--- src/rtl/dtw_pkg.sv ---
package dtw_pkg;
  localparam int unsigned DATA_W = 32;
  localparam int unsigned CTRL_W = 8;
  localparam logic [CTRL_W-1:0] CTRL_MASK = 8'hEF;
  localparam logic [CTRL_W-1:0] CTRL_RST  = 8'h20;
  localparam int unsigned CB_ONESHOT  = 0;
  localparam int unsigned CB_INTEN    = 5;
  localparam int unsigned CB_PERIODIC = 6;
  localparam int unsigned CB_EN       = 7;
  localparam int unsigned ID_WORDS    = 12;

  typedef enum logic [2:0] {
    CH_LOAD   = 3'd0,
    CH_VALUE  = 3'd1,
    CH_CTRL   = 3'd2,
    CH_INTCLR = 3'd3,
    CH_RIS    = 3'd4,
    CH_MIS    = 3'd5,
    CH_BGLOAD = 3'd6,
    CH_NONE   = 3'd7
  } ch_reg_e;

  function automatic logic [7:0] id_byte(input logic [3:0] idx);
    case (idx)
      4'd0:    return 8'h04;
      4'd4:    return 8'h23;
      4'd5:    return 8'hB8;
      4'd6:    return 8'h1B;
      4'd8:    return 8'h0D;
      4'd9:    return 8'hF0;
      4'd10:   return 8'h05;
      4'd11:   return 8'hB1;
      default: return 8'h00;
    endcase
  endfunction
endpackage

--- src/rtl/dtw_chan.sv ---
module dtw_chan
  import dtw_pkg::*;
(
  input  logic              clk_i,
  input  logic              rst_ni,
  input  logic              wr_i,
  input  ch_reg_e           reg_i,
  input  logic [DATA_W-1:0] wdata_i,
  output logic [DATA_W-1:0] rdata_o,
  output logic              mis_o
);
  logic [DATA_W-1:0] load_q, value_q, value_nxt;
  logic [CTRL_W-1:0] ctrl_q;
  logic              ris_q;
  logic              run, wr_load, hit_zero;

  assign run     = ctrl_q[CB_EN];
  assign wr_load = wr_i && (reg_i == CH_LOAD);

  always_comb begin
    if (value_q != '0)            value_nxt = value_q - 1'b1;
    else if (ctrl_q[CB_ONESHOT])  value_nxt = '0;
    else if (ctrl_q[CB_PERIODIC]) value_nxt = load_q;
    else                          value_nxt = '1;
  end

  assign hit_zero = run && !wr_load && (value_q == DATA_W'(1));

  always_ff @(posedge clk_i or negedge rst_ni) begin
    if (!rst_ni) begin
      load_q  <= '0;
      value_q <= '1;
      ctrl_q  <= CTRL_RST;
      ris_q   <= 1'b0;
    end else begin
      if (wr_load)  value_q <= wdata_i;
      else if (run) value_q <= value_nxt;
      if (wr_i && (reg_i == CH_LOAD || reg_i == CH_BGLOAD)) load_q <= wdata_i;
      if (wr_i && reg_i == CH_CTRL) ctrl_q <= wdata_i[CTRL_W-1:0] & CTRL_MASK;
      // terminal step wins over a clear in the same clock
      if (hit_zero)                          ris_q <= 1'b1;
      else if (wr_i && reg_i == CH_INTCLR)   ris_q <= 1'b0;
    end
  end

  assign mis_o = ris_q & ctrl_q[CB_INTEN];

  always_comb begin
    case (reg_i)
      CH_LOAD, CH_BGLOAD: rdata_o = load_q;
      CH_VALUE:           rdata_o = value_q;
      CH_CTRL:            rdata_o = {{(DATA_W-CTRL_W){1'b0}}, ctrl_q};
      CH_RIS:             rdata_o = {{(DATA_W-1){1'b0}}, ris_q};
      CH_MIS:             rdata_o = {{(DATA_W-1){1'b0}}, mis_o};
      default:            rdata_o = '0;
    endcase
  end

  AST_LOAD_SETS_COUNT: assert property (@(posedge clk_i) disable iff (!rst_ni)
    wr_load |=> value_q == $past(wdata_i));
  AST_BGLOAD_KEEPS_COUNT: assert property (@(posedge clk_i) disable iff (!rst_ni)
    (wr_i && reg_i == CH_BGLOAD && !run) |=> $stable(value_q));
  AST_CLEAR_TAKES: assert property (@(posedge clk_i) disable iff (!rst_ni)
    (wr_i && reg_i == CH_INTCLR && !(run && value_q == DATA_W'(1))) |=> !ris_q);
  AST_SET_BEATS_CLEAR: assert property (@(posedge clk_i) disable iff (!rst_ni)
    (run && !wr_load && value_q == DATA_W'(1)) |=> ris_q);
endmodule

--- src/rtl/dtw_id_rom.sv ---
module dtw_id_rom
  import dtw_pkg::*;
#(
  parameter int unsigned WORD_W = 10
) (
  input  logic [WORD_W-1:0] word_i,
  output logic              hit_o,
  output logic [7:0]        byte_o
);
  localparam logic [WORD_W-1:0] ID_BASE = WORD_W'(2**WORD_W - ID_WORDS);
  localparam logic [3:0]        BASE_LO = ID_BASE[3:0];

  logic [3:0] idx;
  assign idx    = word_i[3:0] - BASE_LO;
  assign hit_o  = word_i >= ID_BASE;
  assign byte_o = hit_o ? id_byte(idx) : 8'h00;
endmodule

--- src/rtl/dtw_irq_sel.sv ---
module dtw_irq_sel #(
  parameter int unsigned NCH = 2
) (
  input  logic           test_en_i,
  input  logic [NCH-1:0] test_bits_i,
  input  logic [NCH-1:0] mis_i,
  output logic [NCH-1:0] irq_o,
  output logic           any_o
);
  assign irq_o = test_en_i ? test_bits_i : mis_i;
  assign any_o = |irq_o;
endmodule

--- src/rtl/dual_timer_wrap.sv ---
module dual_timer_wrap
  import dtw_pkg::*;
#(
  parameter int unsigned NCH    = 2,
  parameter int unsigned ADDR_W = 12
) (
  input  logic              clk_i,
  input  logic              rst_ni,
  input  logic              psel_i,
  input  logic              penable_i,
  input  logic              pwrite_i,
  input  logic [ADDR_W-1:0] paddr_i,
  input  logic [DATA_W-1:0] pwdata_i,
  output logic [DATA_W-1:0] prdata_o,
  output logic              pready_o,
  output logic              pslverr_o,
  output logic [NCH-1:0]    tmr_irq_o,
  output logic              irq_any_o
);
  localparam int unsigned WORD_W = ADDR_W - 2;
  localparam int unsigned CHF_W  = ADDR_W - 5;
  localparam logic [WORD_W-1:0] ITCR_WORD = WORD_W'((2**ADDR_W - 256) >> 2);
  localparam logic [WORD_W-1:0] ITOP_WORD = ITCR_WORD + 1'b1;

  logic [WORD_W-1:0] word;
  logic [CHF_W-1:0]  ch_f;
  logic              ch_hit, wr_acc, rd_setup, id_hit, mapped;
  ch_reg_e           reg_sel;
  logic [7:0]        id_val;
  logic [DATA_W-1:0] ch_rdata [NCH];
  logic [NCH-1:0]    mis;
  logic              itcr_q;
  logic [NCH-1:0]    itop_q;
  logic [DATA_W-1:0] rd_mux, prdata_q;
  logic              unused_addr;

  assign word        = paddr_i[ADDR_W-1:2];
  assign ch_f        = paddr_i[ADDR_W-1:5];
  assign ch_hit      = ch_f < CHF_W'(NCH);
  assign reg_sel     = ch_reg_e'(paddr_i[4:2]);
  assign wr_acc      = psel_i & penable_i & pwrite_i;
  assign rd_setup    = psel_i & ~penable_i & ~pwrite_i;
  assign unused_addr = ^paddr_i[1:0];

  for (genvar g = 0; g < NCH; g++) begin : g_chan
    dtw_chan u_chan (
      .clk_i   (clk_i),
      .rst_ni  (rst_ni),
      .wr_i    (wr_acc && ch_hit && (ch_f == CHF_W'(g))),
      .reg_i   (reg_sel),
      .wdata_i (pwdata_i),
      .rdata_o (ch_rdata[g]),
      .mis_o   (mis[g])
    );
  end

  always_ff @(posedge clk_i or negedge rst_ni) begin
    if (!rst_ni) begin
      itcr_q <= 1'b0;
      itop_q <= '0;
    end else if (wr_acc) begin
      if (word == ITCR_WORD) itcr_q <= pwdata_i[0];
      if (word == ITOP_WORD) itop_q <= pwdata_i[NCH-1:0];
    end
  end

  dtw_irq_sel #(.NCH(NCH)) u_irq_sel (
    .test_en_i   (itcr_q),
    .test_bits_i (itop_q),
    .mis_i       (mis),
    .irq_o       (tmr_irq_o),
    .any_o       (irq_any_o)
  );

  dtw_id_rom #(.WORD_W(WORD_W)) u_id_rom (
    .word_i (word),
    .hit_o  (id_hit),
    .byte_o (id_val)
  );

  always_comb begin
    rd_mux = '0;
    if (ch_hit) begin
      for (int i = 0; i < NCH; i++)
        if (ch_f == CHF_W'(i)) rd_mux = ch_rdata[i];
    end else if (word == ITCR_WORD) begin
      rd_mux = {{(DATA_W-1){1'b0}}, itcr_q};
    end else if (word == ITOP_WORD) begin
      rd_mux = {{(DATA_W-NCH){1'b0}}, itop_q};
    end else if (id_hit) begin
      rd_mux = {{(DATA_W-8){1'b0}}, id_val};
    end
  end

  // capture in setup so data is valid for the whole access phase
  always_ff @(posedge clk_i or negedge rst_ni) begin
    if (!rst_ni)       prdata_q <= '0;
    else if (rd_setup) prdata_q <= rd_mux;
  end

  assign prdata_o  = prdata_q;
  assign pready_o  = 1'b1;
  assign pslverr_o = 1'b0;

  assign mapped = (ch_hit && reg_sel != CH_NONE) || word == ITCR_WORD ||
                  word == ITOP_WORD || id_hit;

  AST_UNMAPPED_ZERO: assert property (@(posedge clk_i) disable iff (!rst_ni)
    (rd_setup && !mapped) |=> prdata_o == '0);
  AST_TEST_OUT_DRIVES: assert property (@(posedge clk_i) disable iff (!rst_ni)
    (wr_acc && word == ITOP_WORD && itcr_q) |=> tmr_irq_o == $past(pwdata_i[NCH-1:0]));
  AST_TEST_EN_LATCH: assert property (@(posedge clk_i) disable iff (!rst_ni)
    (wr_acc && word == ITCR_WORD) |=> prdata_o == prdata_o && itcr_q == $past(pwdata_i[0]));
  AST_ANY_FOLLOWS: assert property (@(posedge clk_i) disable iff (!rst_ni)
    $rose(irq_any_o) |-> $countones(tmr_irq_o) != 0);
endmodule

--- config.mk ---
export PLATFORM = sky130hd
export DESIGN_NAME = dual_timer_wrap
export DESIGN_NICKNAME = d
export VERILOG_FILES = /design/src/rtl/dtw_pkg.sv /design/src/rtl/dtw_chan.sv /design/src/rtl/dtw_id_rom.sv /design/src/rtl/dtw_irq_sel.sv /design/src/rtl/dual_timer_wrap.sv
export SDC_FILE = /design/constraint.sdc
export NUM_CORES = 1
export LEC_CHECK = 0
export ABC_AREA = 1
export BUFFER_PORTS_ARGS = -buffer_cell sky130_fd_sc_hd__buf_2
export CAP_MARGIN = 20
export CORE_MARGIN = 4
export CORE_UTILIZATION = 45
export DETAILED_ROUTE_END_ITERATION = 16
export GPL_ROUTABILITY_DRIVEN = 0
export PLACE_DENSITY_LB_ADDON = 0.1
export SYNTH_ARGS = -nofsm -noshare
export SYNTH_HDL_FRONTEND = slang
export SYNTH_SLANG_ARGS = --single-unit
--- constraint.sdc ---
create_clock -name clk_i -period 4.54 [get_ports clk_i]
set_input_delay 0.908 -clock clk_i [delete_from_list [all_inputs] [get_ports clk_i]]
set_output_delay 0.908 -clock clk_i [all_outputs]
set_load 0.03 [all_outputs]
Yosys cells after proc, flatten, opt, wreduce, memory -nomap -nowiden. Memory sizes are Yosys's and may differ from the RTL's. Cells that the tools add are included.

Add/sub/neg operators: 3. Order comparisons: 2. Equality and inequality tests: 11. Multiplexer cells: 23. Bitwise logic cells: 8. Reduce and logical (&&, ||, !) cells: 30.

Operators by type and width (number): 2-to-1 mux 32 bit (13); one-hot mux 32 bit (5 select lines) (2); == test 32 x 1 -> 1 bit (second input constant) (2); nonzero test 32 bit (2); subtractor 32 x 1 -> 32 bit (second input constant) (2); 2-to-1 mux 8 bit (3); == test 10 bit (second input constant) (2); logical AND 1 bit (15); greater-or-equal comparator 10 bit (second input constant) (1); == test 3 bit (second input constant) (3); nonzero test 2 bit (4); == test 7 x 1 -> 1 bit (second input constant) (1); logical NOT 7 bit (1); < comparator 7 x 2 -> 1 bit (second input constant) (1); bitwise AND 1 bit (6); == test 3 x 2 -> 1 bit (second input constant) (2); 2-to-1 mux 1 bit (4); AND reduction 2 bit (2); OR reduction 2 bit (2); subtractor 4 x 3 -> 4 bit (second input constant) (1); == test 3 x 1 -> 1 bit (second input constant) (1); logical NOT 3 bit (1); logical NOT 1 bit (2); 2-to-1 mux 2 bit (1); 2 further kinds (3).

Flip-flop bits (word level): 179. Memory bits (read-only): 128. Output and inout bits: 37. Logic and storage cells: 89. Memories: 1.

Memories: (no name shown) (words 16, width 8, read ports 1, clocked after Yosys merged registers in 0, wr ports 0, RTL line dtw_pkg.sv:24) `case (idx)`.

Logic depth before layout (Yosys ltp). Gate-level depths: netlist of the first run.

Depth in word-level cells: 9. Mapped depth: 12.

Cells and area by module. A second synthesis of the first run with hierarchy kept.

Cell total of the unflattened synthesis: 1848. Area, all modules: 12167.9 um^2.

By module, submodules not included: dtw_chan (g_chan[1].u_chan) (times used 1, cells each 757, area each 4932.2 um^2, seq. area each 1843.0 um^2); dtw_chan (g_chan[0].u_chan) (times used 1, cells each 760, area each 4892.2 um^2, seq. area each 1843.0 um^2); dual_timer_wrap (times used 1, cells each 267, area each 2043.2 um^2, seq. area each 875.8 um^2); dtw_id_rom (times used 1, cells each 50, area each 247.7 um^2, seq. area each 0.0 um^2); dtw_irq_sel (times used 1, cells each 14, area each 52.6 um^2, seq. area each 0.0 um^2).

Worst setup path before layout of the first run. No wires, ideal clock.

Path type: input -> register. Start: input paddr_i[2]. End: register g_chan[1].u_chan.load_q[22]. Library setup time: 130 ps. Data arrival time: 2057 ps. Required time: 4410 ps. Path slack: 2353 ps. Stages: 8. Buffers on the path: 2. Path through: inv_1 > ha_1 > nand2_1 > o21ai_2 > buf_4 > nand2_2 > clkbuf_1 > o21ai_1.

Longest elaborated chain between the ends: 3. Elaborated cells between the ends (all ways): 4. Those cells by class: eq/ne (1); reduce/logical (3).

Ends and longest elaborated chain: start, declared (RTL line dual_timer_wrap.sv:12) `input logic [ADDR_W-1:0] paddr_i,`; == test 3 bit / logical NOT 3 bit (equally long branches) (RTL line dtw_chan.sv:38) `if (wr_i && (reg_i == CH_LOAD || reg_i == CH_BGLOAD)) load_q <= wdata_i;`; logical OR 1 bit * (RTL line dtw_chan.sv:38); logical AND 1 bit * (RTL line dtw_chan.sv:38); end signal, assigned (RTL line dtw_chan.sv:38); end, declared (RTL line dtw_chan.sv:12) `logic [DATA_W-1:0] load_q, value_q, value_nxt;`.

Mark *: on every way between the ends. The rest lies on a longest branch, timed or not. A chain may end at the register's enable or synchronous reset.

Worst setup path after layout of the first run.
Start: input paddr_i[2]. End: register prdata_q[30] (netlist: prdata_o[30]).

Longest elaborated chain between the ends: 6. Elaborated cells between the ends (all ways): 12. Those cells by class: eq/ne (5); mux (5); reduce/logical (2).

Ends and longest elaborated chain: == test 3 bit / logical NOT 3 bit (equally long branches) (RTL line dtw_chan.sv:49) `case (reg_i)`; OR reduction 2 bit (RTL line dtw_chan.sv:49); one-hot mux 32 bit (5 select lines) (RTL line dtw_chan.sv:49); 2-to-1 mux 32 bit (RTL line dual_timer_wrap.sv:85) `if (ch_f == CHF_W'(i)) rd_mux = ch_rdata[i];`; 2-to-1 mux 32 bit * (RTL line dual_timer_wrap.sv:85); 2-to-1 mux 32 bit * (RTL line dual_timer_wrap.sv:83) `if (ch_hit) begin`; end signal, assigned (RTL line dual_timer_wrap.sv:98) `else if (rd_setup) prdata_q <= rd_mux;`; end, declared (RTL line dual_timer_wrap.sv:34) `logic [DATA_W-1:0] rd_mux, prdata_q;`.

Marks and branches as above.

==> flow_summary.yaml, run 1 <==
clocking:
  cts-buffers-inserted: 17
  cts_buffer_depth: 2
  clkTransAtPathRegs_ps: 70
  cts_sinks: 179
  htreeDepth: 4
  cts_tree: "yes"
  clockRootBuffer: "clkbuf_16"
  ctsResizeCount: 0
  cts_setup_buffers: 0
  cts-hold-fix-buffers: 0
  clock_latency_ps: 450
routing:
  dr.max_layer_used: "met4"
  drt-initial-drc-count: 1187
  wl_met1_mm: 18.6
  wl_per_cell_um: 19.0
  vias: 11700
  met3_length_mm: 2.65
  final_antenna_net_count: 0
  drc: 0
  detail_route.vias_per_cell: 5.47
  wl_mm: 40.5
  dr_wl_met2_mm: 18.5
  drt_first_pass_iters: 6
pwr:
  leakage_uw: 0.00641
  p_per_area_nw_per_um2: 512
  power_uw: 6680
  ir_drop_mv: 0.333
placed_design:
  dp_hpwl_mm: 29.0
  place_area_um2: 12400
  pre_cts_slack_ps: 1430
  io_buffers: 81
layout:
  final_common_cell: "nand2_1"
  area_growth_pct: 10.1
  final_area_um2: 13000
  diodes: 0
  num-nets-final: 1845
  final_cell_mix: "nand2_1, nor2_1, inv_1, o21ai_0, nand3_1"
  fin_util: 0.502
  drive_gt1_frac: 0.136
global_routing:
  grt_max_degree: 91
  antenna_found_initial: 0
  grt_pass1_vias: 11000
  grt_pass1_wl_mm: 63.6
  grt_use_total: 0.282
  grt-ovfl-total: 0
synthesis:
  synth.distinct_cells: 47
  synthCells: 1748
  yosys_warnings: 0
  yosysTopAreaCell: "dfrtp_1"
  avgSynthCellArea_um2: 6.78
  netlist_area_um2: 11900
  synthTopCellsByArea: "dfrtp_1, nand2_1, dfstp_2"
  ys_ff_latch: 179
  syn_nets: 1810
  yosysSeqAreaShare: 0.385
  post-synth-top-area-fraction: 0.238
floorplan:
  fp-row-count: 59
  chipWidth_um: 170
  start_util: 0.456
  core_um2: 26000
  die_area_um2: 29000
  io_pins: 86
  die_y_um: 170
timing:
  max_slew_margin: 0.296
  finalWorstSetupSlack_ps: 1840
  finalHoldViolations: 0
  max_slew.worst_pin.slew_ps: 1060
  slew_viol_final: 0
  clock.fmax_ghz: 0.371
  layout_min_cycle_time_ps: 2700
  rsz0062_at_grt: "no"
  fin_crit_sh: 0.594
  setup_violations: 0
  setup_tns_ps: 0
  finClkSkew_ps: 15.6
critical_path:
  endpoint_kind: "flop"
  crit_required_ps: 4890
  worst-path-max-fanout: 36
  cp.arrival_ps: 3050
  path_class: "input port to flop"
  start_kind: "input port"
job:
  drv_cap: 0
outcome:
  status: "complete, no violations"
worst_hold_path:
  hold_path.class: "flop to flop"
==> stage by stage <==
step	hold WS, ps	cells
after CTS	479	2131
after global routing	499	2131
final	480	2131
after floorplan	453	1748
after global placement	463	2099
after detailed placement	460	2099
==> logic make-up (layout without fill, tap and decap cells) <==
| logic type | count (synthesis) | after routing | synth area share |
|---|---|---|---|
| and+or+nand+nor | 935 | 935 | 0.330 |
| buffers and inverters | 264 | 312 | 0.0930 |
| xor gates and xnor gates | 20 | 20 | 0.0148 |
| DFF | 179 | 179 | 0.385 |
| AOI/OAI and AO/OA | 335 | 335 | 0.164 |
| adders and majority gates | 13 | 13 | 0.0137 |
| other | 2 | 2 | 0.000633 |
==> cells in the mapped netlist (all sizes together) <==
master,count
a21boi,1
a21oi,25
a22o,1
a22oi,43
a2bb2oi,2
a31oi,1
buf,43
clkbuf,39
clkinv,1
conb,2
dfrtp,113
dfstp,66
ha,13
inv,181
nand2,568
nand3,144
nand3b,1
nand4,19
nor2,193
nor3,7
nor3b,1
nor4,1
o2111ai,2
o211ai,19
o21ai,199
o21bai,9
o221ai,1
o22ai,32
or2,1
xnor2,5
xor2,15
==> flip-flops by register name, summed over array words and instances, names as in the netlist <==
register and cells:
g_chan.u_chan.ctrl_q 14, g_chan.u_chan.load_q 64, prdata_o 32, itcr_q 1, g_chan.u_chan.value_q 64, itop_q 2
g_chan.u_chan.ris_q 2
==> cell type report <==
cell class                      count  area [um^2]
Fill cell                        2695        12900
Multi-Input combinational cell   1305         6200
Clock buffer                       18          439
Clock inverter                     14          169
Tap cell                          335          419
Inverter                          182          688
Sequential cell                   179         4560
Timing Repair Buffer               98          567
==> path summary, 6_finish.rpt <==
| path | from | slack, ps | cells past startpoint | end |
|---|---|---|---|---|
| min reg2reg | prdata_o[30] | 480 | 2 | prdata_o[30] |
| min | prdata_o[30] | 480 | 2 | prdata_o[30] |
| max | paddr_i[2] | 1840 | 10 | prdata_o[30] |
| max in group asynchronous | rst_ni | 3110 | 2 | g_chan[1].u_chan.value_q[19] |
| max reg2reg | g_chan[1].u_chan.value_q[1] | 2160 | 11 | g_chan[1].u_chan.value_q[19] |
| min in group asynchronous | rst_ni | 540 | 1 | g_chan[0].u_chan.load_q[4] |
==> metal layers <==
metal / vias up / track usage
met5: - / 0
met4: 0 / 0.0670
met3: 43 / 0.0400
met2: 402 / 0.445
met1: 5463 / 0.411
li1: 5752 / -
==> power breakdown <==
group / switching [uW] / internal (uW)
Combinational: 2170 / 1050
Sequential: 142 / 1740
Clock: 731 / 849
==> worst max-delay path: stages <==
cell and delay [ps]:
buf_2 140, inv_1 110, ha_1 170, inv_1 80
o21ai_4 710, buf_12 310, nand2_1 70, o21ai_0 120
a22oi_1 220, o21ai_0 200
No activity file was read; power rests on OpenSTA's default activity.
==> inputs of run 2 (changes only) <==
--- a/config.mk
+++ b/config.mk
@@ -5,7 +5,7 @@
 export SDC_FILE = /design/constraint.sdc
 export NUM_CORES = 1
 export LEC_CHECK = 0
-export ABC_AREA = 1
+export ABC_AREA = 0
 export BUFFER_PORTS_ARGS = -buffer_cell sky130_fd_sc_hd__buf_2
 export CAP_MARGIN = 20
 export CORE_MARGIN = 4
==> constraint.sdc (replaced) <==
create_clock -name clk_i -period 2.4 [get_ports clk_i]
set_input_delay 0.48 -clock clk_i [delete_from_list [all_inputs] [get_ports clk_i]]
set_output_delay 0.48 -clock clk_i [all_outputs]
set_load 0.03 [all_outputs]
==> flow_summary.yaml, run 2 <==
floorplan:
  chipWidth_um: 162
  fp-row-count: 56
  io_pins: 86
  start_util: 0.456
  die_area_um2: 26200
  core_um2: 23400
  die_y_um: 162
synthesis:
  syn_nets: 1198
  synth_mux_area_frac: 0.0794
  synth_ff_type: "dfrtp_1"
  synth_top_family_by_area: "compound AO/OA/AOI/OAI gates"
  avgSynthCellArea_um2: 9.40
  synth_xor_area_frac: 0.0263
  async_flop_share: 1.00
  synth-simple-area-share: 0.178
  yosys_warnings: 0
  yosysTopAreaCell: "dfrtp_1"
  synthCells: 1136
  synthTopCellsByArea: "dfrtp_1, dfstp_2, mux2_2"
  synth-edff-count: 0
  post-synth-top-area-fraction: 0.265
  yosysSeqAreaShare: 0.427
  synth_compound_area_frac: 0.226
  yosys.area_share.adder: 0.0152
  netlist_area_um2: 10700
  synthMostInstantiatedCell: "dfrtp_1"
  ys_ff_latch: 179
  synth.distinct_cells: 68
  synthTopCellsByCount: "dfrtp_1, a21oi_1, o21ai_0, clkbuf_1"
layout:
  final_common_cell: "buf_4"
  area_growth_pct: 26.3
  num-nets-final: 1382
  drive_gt1_frac: 0.368
  diodes: 0
  fill_cells: 2114
  final_cell_mix: "buf_4, dfrtp_1, a21oi_1, buf_2, o21ai_0"
  fin_util: 0.576
worst_hold_path:
  hold_path.class: "input port to async pin"
pwr:
  p_sw_frac: 0.314
  power_uw: 7710
  leakage_uw: 0.00598
  p_comb_frac: 0.192
  p_sw_uw: 2420
  p_int_uw: 5290
  p_per_area_nw_per_um2: 572
  ir_drop_mv: 0.458
  power_frac_seq: 0.459
  clkPwrFrac: 0.349
routing:
  detail_route.vias_per_cell: 6.16
  wl_mm: 37.0
  final_antenna_net_count: 0
  drt_first_pass_iters: 7
  wl_per_cell_um: 22.4
  vias: 10200
  drt-initial-drc-count: 896
  drc: 0
clocking:
  cts_tree: "yes"
  clock_latency_ps: 440
  cts-buffers-inserted: 17
  cts_buffer_depth: 2
  htreeDepth: 4
  cts-hold-fix-buffers: 0
  clkTransAtPathRegs_ps: 70
  cts_sinks: 179
  clockRootBuffer: "clkbuf_16"
critical_path:
  crit_required_ps: 2780
  reg2reg_depth: 6
  endpoint_kind: "flop"
  start_kind: "flop"
  path_class: "flop to flop"
  worst-path-max-fanout: 6
  cp.arrival_ps: 3050
global_routing:
  grt-ovfl-total: 0
  antenna_found_initial: 1
  grt_pass1_vias: 9711
  grt_pass1_wl_mm: 57.4
  grt_use_total: 0.280
  grt_max_degree: 66
timing:
  clock.fmax_ghz: 0.375
  finClkSkew_ps: 11.3
  max_slew.worst_pin.slew_ps: 643
  setup_violations: 32
  setup_tns_ps: -5880
  finalHoldViolations: 0
  finalWorstSetupSlack_ps: -269
  fin_crit_sh: 1.11
  max_slew_margin: 0.570
  slew_viol_final: 0
  rsz0062_at_grt: "yes"
  layout_min_cycle_time_ps: 2670
outcome:
  status: "finished, violations left"
  violations: "setup timing"
placed_design:
  dp_hpwl_mm: 26.5
  io_buffers: 81
job:
  drv_cap: 0
==> run 2: repair_timing <==
action,4_1_cts,5_1_grt
setup endpoints to repair,32,33
cloned,1,1
setup buffers,6,3
gates resized for setup,42,18
pin swaps,12,8
==> run 2: kinds of logic after synthesis <==
family                     count (synthesis)
DFF                                      179
xor gates and xnor gates                  32
AOI/OAI and AO/OA                        354
other                                      2
and+or+nand+nor                          353
muxes                                     76
buffers and inverters                    127
adders and majority gates                 13
==> run 2: critical path, cell delays in order, from the launching register on <==
cell     delay (ps)
dfstp_2         370
or3_1           400
or4_1           530
or4_4           620
or3_4           430
o22ai_2         130
a211o_1         120
==> run 2: power by group through the flow <==
stage                     Sequential, uW  Clock, uW  Combinational (uW)
after global placement              3580          0                1390
after global routing                3580       2870                1610
after detailed placement            3590          0                1400
final                               3540       2690                1480
after CTS                           3540       2750                1440
after floorplan                     3580          0                 722
==> run 2: cell type report <==
type,count,area (um^2),area share
repair buffers,255,1900,0.141
inverters,36,135,0.0100
clock buffers,18,429,0.0318
flip-flops and latches,179,4560,0.338
multi-input cells,831,5940,0.440
well taps,319,399,0.0296
clock inverters,14,121,0.00900
==> run 2: worst paths after layout <==
check,slack (ps),to,from
hold / removal,40,g_chan[0].u_chan.load_q[3],rst_ni
setup / recovery,-270,g_chan[0].u_chan.value_q[17],g_chan[0].u_chan.value_q[14]
setup reg to reg,-270,g_chan[0].u_chan.value_q[17],g_chan[0].u_chan.value_q[14]
hold reg to reg,480,prdata_o[1],prdata_o[1]
max in group asynchronous,1630,g_chan[1].u_chan.value_q[13],rst_ni
min in group clk_i,320,g_chan[0].u_chan.value_q[24],pwdata_i[24]
==> run 2: through the flow <==
step / worst slack, ps / hold slack (ps) / cell area (um^2) / instances
after global routing: -310 / 71.5 / 13500 / 1652
after floorplan: -544 / 184 / 10700 / 1136
after CTS: -261 / 54.7 / 13300 / 1648
after global placement: -392 / 464 / 12600 / 1609
final: -269 / 36.5 / 13500 / 1652
after detailed placement: -409 / 470 / 12600 / 1609
==> run 2: routing by layer <==
layer / routed length [um] / GRT usage / up-vias / part of all wire
met5: 0 / 0 / - / 0
met4: 681 / 0.0646 / 0 / 0.018
met3: 2900 / 0.0551 / 45 / 0.079
met2: 16500 / 0.421 / 402 / 0.45
met1: 16900 / 0.420 / 5054 / 0.46
li1: - / - / 4669 / -
